File: config.mk
export PLATFORM = sky130hd
export DESIGN_NAME = fetch_sequencer
export DESIGN_NICKNAME = d
export VERILOG_FILES = /design/src/rtl/fseq_pkg.sv /design/src/rtl/fseq_arbiter.sv /design/src/rtl/fseq_stack.sv /design/src/rtl/fseq_counter.sv /design/src/rtl/fetch_sequencer.sv
export SDC_FILE = /design/constraint.sdc
export NUM_CORES = 1
export LEC_CHECK = 0
export BUFFER_PORTS_ARGS = -buffer_cell sky130_fd_sc_hd__clkbuf_2
export CORE_MARGIN = 1.5
export CORE_UTILIZATION = 55
export CTS_BUF_LIST = sky130_fd_sc_hd__clkbuf_16
export DETAILED_ROUTE_END_ITERATION = 10
export GPL_ROUTABILITY_DRIVEN = 0
export GPL_TIMING_DRIVEN = 0
export HOLD_SLACK_MARGIN = 0.02
export MAX_ROUTING_LAYER = met4
export PLACE_DENSITY = 0.76
export SETUP_SLACK_MARGIN = 0.02
export SLEW_MARGIN = 20
export SYNTH_ARGS = -nofsm -noshare
export SYNTH_HDL_FRONTEND = slang
export SYNTH_HIERARCHICAL = 1
export SYNTH_SLANG_ARGS = --single-unit
File: constraint.sdc
create_clock -name clk -period 2.65 [get_ports clk]
set_clock_uncertainty 0.1 [all_clocks]
set_input_delay 0.3975 -clock clk [delete_from_list [all_inputs] [get_ports clk]]
set_output_delay 0.3975 -clock clk [all_outputs]
set_load 0.01 [all_outputs]
File: src/rtl/fseq_pkg.sv
package fseq_pkg;

   // winning action for one cycle, chosen by the arbiter
   typedef enum logic [2:0] {
      ACT_HOLD,
      ACT_STEP,
      ACT_JUMP,
      ACT_CALL,
      ACT_RET,
      ACT_IRQ
   } fseq_act_e;

endpackage

File: src/rtl/fseq_arbiter.sv
module fseq_arbiter
   import fseq_pkg::*;
(
   input  logic      step_en,
   input  logic      jump_en,
   input  logic      call_en,
   input  logic      ret_en,
   input  logic      irq_ack,
   output fseq_act_e act,
   output logic      push,
   output logic      pop
);

   always_comb begin
      if (irq_ack)      act = ACT_IRQ;
      else if (ret_en)  act = ACT_RET;
      else if (call_en) act = ACT_CALL;
      else if (jump_en) act = ACT_JUMP;
      else if (step_en) act = ACT_STEP;
      else              act = ACT_HOLD;
   end

   assign push = (act == ACT_IRQ) || (act == ACT_CALL);
   assign pop  = (act == ACT_RET);

endmodule

File: src/rtl/fseq_stack.sv
module fseq_stack #(
   parameter int W     = 13,
   parameter int DEPTH = 8
) (
   input  logic         clk,
   input  logic         rst_n,
   input  logic         push,
   input  logic         pop,
   input  logic [W-1:0] push_data,
   output logic [W-1:0] top_data
);

   localparam int SP_W = $clog2(DEPTH);
   localparam logic [SP_W-1:0] ONE = SP_W'(1);

   generate
      if (DEPTH < 2 || (DEPTH & (DEPTH - 1)) != 0) begin : g_bad_depth
         $error("fseq_stack: DEPTH must be a power of two and at least 2");
      end
   endgenerate

   logic [W-1:0]    slot [DEPTH];
   logic [SP_W-1:0] sp;

   // sp points to the next free slot; the top entry sits one below
   assign top_data = slot[sp - ONE];

   always_ff @(posedge clk or negedge rst_n) begin
      if (!rst_n) begin
         sp <= '0;
         for (int i = 0; i < DEPTH; i++) slot[i] <= '0;
      end else if (push) begin
         slot[sp] <= push_data;
         sp       <= sp + ONE;
      end else if (pop) begin
         sp <= sp - ONE;
      end
   end

endmodule

File: src/rtl/fseq_counter.sv
module fseq_counter
   import fseq_pkg::*;
#(
   parameter int             PC_W    = 13,
   parameter int             PHYS_W  = 11,
   parameter logic [PC_W-1:0] RST_VEC = '0,
   parameter logic [PC_W-1:0] IRQ_VEC = PC_W'(4)
) (
   input  logic              clk,
   input  logic              rst_n,
   input  fseq_act_e         act,
   input  logic [PC_W-1:0]   target,
   input  logic [PC_W-1:0]   restore,
   output logic [PC_W-1:0]   pc,
   output logic [PC_W-1:0]   pc_inc,
   output logic [PHYS_W-1:0] phys
);

   logic [PC_W-1:0] pc_nxt;

   assign pc_inc = pc + PC_W'(1);

   always_comb begin
      unique case (act)
         ACT_IRQ:  pc_nxt = IRQ_VEC;
         ACT_RET:  pc_nxt = restore;
         ACT_CALL: pc_nxt = target;
         ACT_JUMP: pc_nxt = target;
         ACT_STEP: pc_nxt = pc_inc;
         default:  pc_nxt = pc;
      endcase
   end

   always_ff @(posedge clk or negedge rst_n) begin
      if (!rst_n) pc <= RST_VEC;
      else        pc <= pc_nxt;
   end

   // fold the logical space onto the implemented memory
   generate
      if (PHYS_W == PC_W) begin : g_full
         assign phys = pc;
      end else begin : g_fold
         assign phys = pc[PHYS_W-1:0];
      end
   endgenerate

endmodule

File: src/rtl/fetch_sequencer.sv
module fetch_sequencer
   import fseq_pkg::*;
#(
   parameter int PC_W   = 13,
   parameter int PHYS_W = 11,
   parameter int DEPTH  = 8,
   parameter int IRQ_AT = 4
) (
   input  logic              clk,
   input  logic              rst_n,
   input  logic              step_en,
   input  logic              jump_en,
   input  logic              call_en,
   input  logic              ret_en,
   input  logic              irq_ack,
   input  logic [PC_W-1:0]   target,
   output logic [PC_W-1:0]   pc_value,
   output logic [PHYS_W-1:0] fetch_addr
);

   localparam logic [PC_W-1:0] IRQ_VEC = PC_W'(IRQ_AT);

   generate
      if (PHYS_W < 1 || PHYS_W > PC_W) begin : g_bad_phys
         $error("fetch_sequencer: PHYS_W must lie in 1..PC_W");
      end
      if (IRQ_AT < 0 || IRQ_AT >= (1 << PHYS_W)) begin : g_bad_vec
         $error("fetch_sequencer: IRQ_AT must be inside the implemented space");
      end
   endgenerate

   fseq_act_e       act;
   logic            push, pop;
   logic [PC_W-1:0] pc_inc, top_data, push_data;

   fseq_arbiter u_arb (
      .step_en (step_en),
      .jump_en (jump_en),
      .call_en (call_en),
      .ret_en  (ret_en),
      .irq_ack (irq_ack),
      .act     (act),
      .push    (push),
      .pop     (pop)
   );

   // interrupt saves the address not yet executed; call saves the next one
   assign push_data = (act == ACT_IRQ) ? pc_value : pc_inc;

   fseq_stack #(.W(PC_W), .DEPTH(DEPTH)) u_stack (
      .clk       (clk),
      .rst_n     (rst_n),
      .push      (push),
      .pop       (pop),
      .push_data (push_data),
      .top_data  (top_data)
   );

   fseq_counter #(
      .PC_W    (PC_W),
      .PHYS_W  (PHYS_W),
      .RST_VEC ('0),
      .IRQ_VEC (IRQ_VEC)
   ) u_cnt (
      .clk     (clk),
      .rst_n   (rst_n),
      .act     (act),
      .target  (target),
      .restore (top_data),
      .pc      (pc_value),
      .pc_inc  (pc_inc),
      .phys    (fetch_addr)
   );

endmodule

==> impl_metrics.tcl <==
set metrics [dict create \
    period_minus_slack_ns 2.54 \
    io_pins 44 \
    synth_top_area_share 0.467 \
    h-tree-depth 4 \
    synth.yosys.seq_area_share 0.467 \
    synth_nets 551 \
    path_cells "ha_1, nand3_1, nor4_4, xor2_1, mux2_2, mux2_2" \
    fin_crit_sh 0.960 \
    required_ns 2.84 \
    drt_iter0_markers 514 \
    clock_path_buffers 2 \
    min_path_type "input pin to flip-flop" \
    cp-startpoint "u_cnt/pc[1]$_DFFE_PN0P_" \
    syn2layout_area_growth_pct 20.1 \
    stdcell_area_um2 7730 \
    hold_viol 0 \
    power_frac_clock 0.184 \
    io_buffers 43 \
    cp-end-kind "flip-flop" \
    synth-compound-area-share 0.0447 \
    timing.max_cap.violations 0 \
    path_buf_inv 0 \
    final_cells 764 \
    coreArea_um2 11400 \
    yosys-mux-area-fraction 0.299 \
    synth_top_family_by_area "multiplexers" \
    numCtsBuffers 17 \
    synth-async-reset-ratio 1.00 \
    netlist_area_um2 6430 \
    p_sw_w 0.00444 \
    synth.avg_cell_area_um2 12.2 \
    crit_fanout 10 \
    setup_tns_ns 0 \
    placed_cells 715 \
    synth_fa_ha_area_frac 0.00583 \
    dp_hpwl_mm 10.9 \
    ys_ff_latch 120 \
    grt_max_degree 88 \
    setup_viol 0 \
    synthTopCellsByArea "dfrtp_1 47%, mux2_2 19%, mux2i_1 8.2%" \
    clkTransAtPathRegs_ns 0.06 \
    drive_above_1_share 0.436 \
    final-seq-area_um2 3010 \
    finalNetCount 631 \
    final_antenna_net_count 0 \
    grt_pass1_vias 4822 \
    power.leakage_nw 3.59 \
    drc 0 \
    start_util 0.563 \
    tightest_slew_ns 0.785 \
    rsz0062_at_grt "no" \
    synthXorXnorAreaFrac 0.0243 \
    die_area_um2 12400 \
    cp-start-kind "flip-flop" \
    crit_type "flip-flop to flip-flop" \
    clkLatencyLatePin_ns 0.41 \
    cts_sinks 120 \
    cts_tree "yes" \
    viasPerCell 6.25 \
    grt_overflow_total 0 \
    root_buffer "clkbuf_16" \
    status "complete, no violations" \
    switching_share 0.390 \
    pwr-share-seq 0.279 \
    nFillCells 778 \
    antenna_found_initial 0 \
    max_freq_ghz 0.393 \
    num_antenna_cells 0 \
    multi_input_area_um2 3210 \
    worst_ir_drop_vdd_mv 0.871 \
    p_int_w 0.00694 \
    synth_simple_gate_area_frac 0.111 \
    critPathTopFamily "multiplexers" \
    comb_power_share 0.537 \
    wire_per_inst_um 20.8 \
    dr.pass1.iters 6 \
    drt-total-wl_mm 15.9 \
    hp-start "target[4]" \
    num_rows 39 \
    postPlaceCellArea_um2 6920 \
    die_x_um 111 \
    synth_top_cell_by_area "dfrtp_1" \
    via_count 4775 \
    grt.total_usage 0.274 \
    fp.dieH_um 111 \
    max_stage_delay_ns 0.57 \
    synth_warnings 6 \
    synth_edf_count 0 \
    ys_types 45 \
    rr_startpoint "u_cnt/pc[1]$_DFFE_PN0P_" \
    power.density_nw_per_um2 1470 \
    maxSlewViolCount 0 \
    syn_inst 528 \
    worst_path_max_delay_cell "dfrtp_1" \
    ys.flop_type "dfrtp_1" \
    utilization 0.677 \
    slew_headroom 0.473 \
    cp_common_cell "mux2_2" \
    worstPathArrival_ns 2.73 \
    grt_pass1_wl_mm 25.4 \
]
Yosys cell counts (9+ instances only):
cell	n
nand3_1	59
and4_1	14
xnor2_1	10
dfrtp_1	120
mux2_2	107
a221oi_1	15
nand2_1	13
buf_4	17
mux2_4	11
mux2i_1	53
nor2_1	17
clkbuf_1	9
buf_2	19
cells in the final DEF (no fill, tap or decap), drive strengths merged, types with 6 or more instances in the layout:
master  synthesis  layout
dfrtp         120     120
mux2          118     118
clkbuf          9      67
nand3          59      59
buf            39      58
mux2i          53      53
nor2           18      18
and4           15      15
a221oi         15      15
nand2          13      13
xnor2          10      10
inv             8      10
clkinv          0       8
xor2            7       7
o21ai           7       7
a31o            6       6
cell families after synthesis:
group	count (synthesis)
XOR/XNOR	17
AO/OA/AOI/OAI	36
buffers and inverters	56
multiplexers	172
adder cells (fa/ha/maj)	3
flip-flops	120
AND/OR/NAND/NOR	124
final timing paths:
| path | to | slack, ns | cells past startpoint |
|---|---|---|---|
| min reg2reg | u_stack/slot[101]$_DFFE_PN0P_ | 0.40 | 1 |
| min in group asynchronous | u_cnt/pc[0]$_DFFE_PN0P_ | 0.35 | 2 |
| max reg2reg | u_stack/slot[51]$_DFFE_PN0P_ | 0.11 | 6 |
| max in group asynchronous | u_stack/slot[81]$_DFFE_PN0P_ | 1.38 | 3 |
| min | u_cnt/pc[4]$_DFFE_PN0P_ | 0.14 | 3 |
| max | u_stack/slot[51]$_DFFE_PN0P_ | 0.11 | 6 |
through the flow:
step | worst slack, ns | hold WS, ns | total power (W)
after floorplan | 0.0406 | 0.00191 | 0.00690
after global placement | -0.566 | 0.385 | 0.00813
after detailed placement | -0.367 | 0.222 | 0.00836
after CTS | 0.0753 | 0.127 | 0.0111
after global routing | 0.0371 | 0.160 | 0.0119
final | 0.105 | 0.138 | 0.0114
cell type report:
type | count | area share
plain buffers | 47 | 0.0469
clock buffers | 17 | 0.0550
clock inverters | 15 | 0.0146
inverters | 8 | 0.00421
multi-input cells | 352 | 0.415
flip-flops and latches | 120 | 0.389
well taps | 143 | 0.0231
repair buffers | 62 | 0.0520
flip-flops by register name, summed over array words and instances (netlist names):
| signal | flops |
|---|---|
| u_stack/sp | 3 |
| u_cnt/pc | 13 |
| u_stack/slot | 104 |
tightest hold or removal path, cell delays in order:
cell,delay (ns)
clkbuf_2,0.08
a222oi_1,0.08
nand2_1,0.06
power groups by stage:
stage                     clock network (W)  registers, W  logic, W
after global placement                    0       0.00310   0.00503
after detailed placement                  0       0.00317   0.00519
after global routing                0.00219       0.00327   0.00646
final                               0.00209       0.00318   0.00611
after CTS                           0.00210       0.00316   0.00583
after floorplan                           0       0.00305   0.00386
per-layer routing:
metal / up-vias / share of wire / global-route usage
met5: - / 0 / -
met4: 0 / 0.034 / 0.111
met3: 49 / 0.071 / 0.0590
met2: 243 / 0.48 / 0.433
met1: 2383 / 0.42 / 0.346
li1: 2100 / - / -
what timing repair did:
item,in CTS,in global routing
pin swaps,1,1
hold endpoints to repair,33,0
endpoints found under the setup margin,13,7
setup buffers,12,5
hold buffers,1,0
resized for setup,21,7
Power figures use the tool's default switching activity.
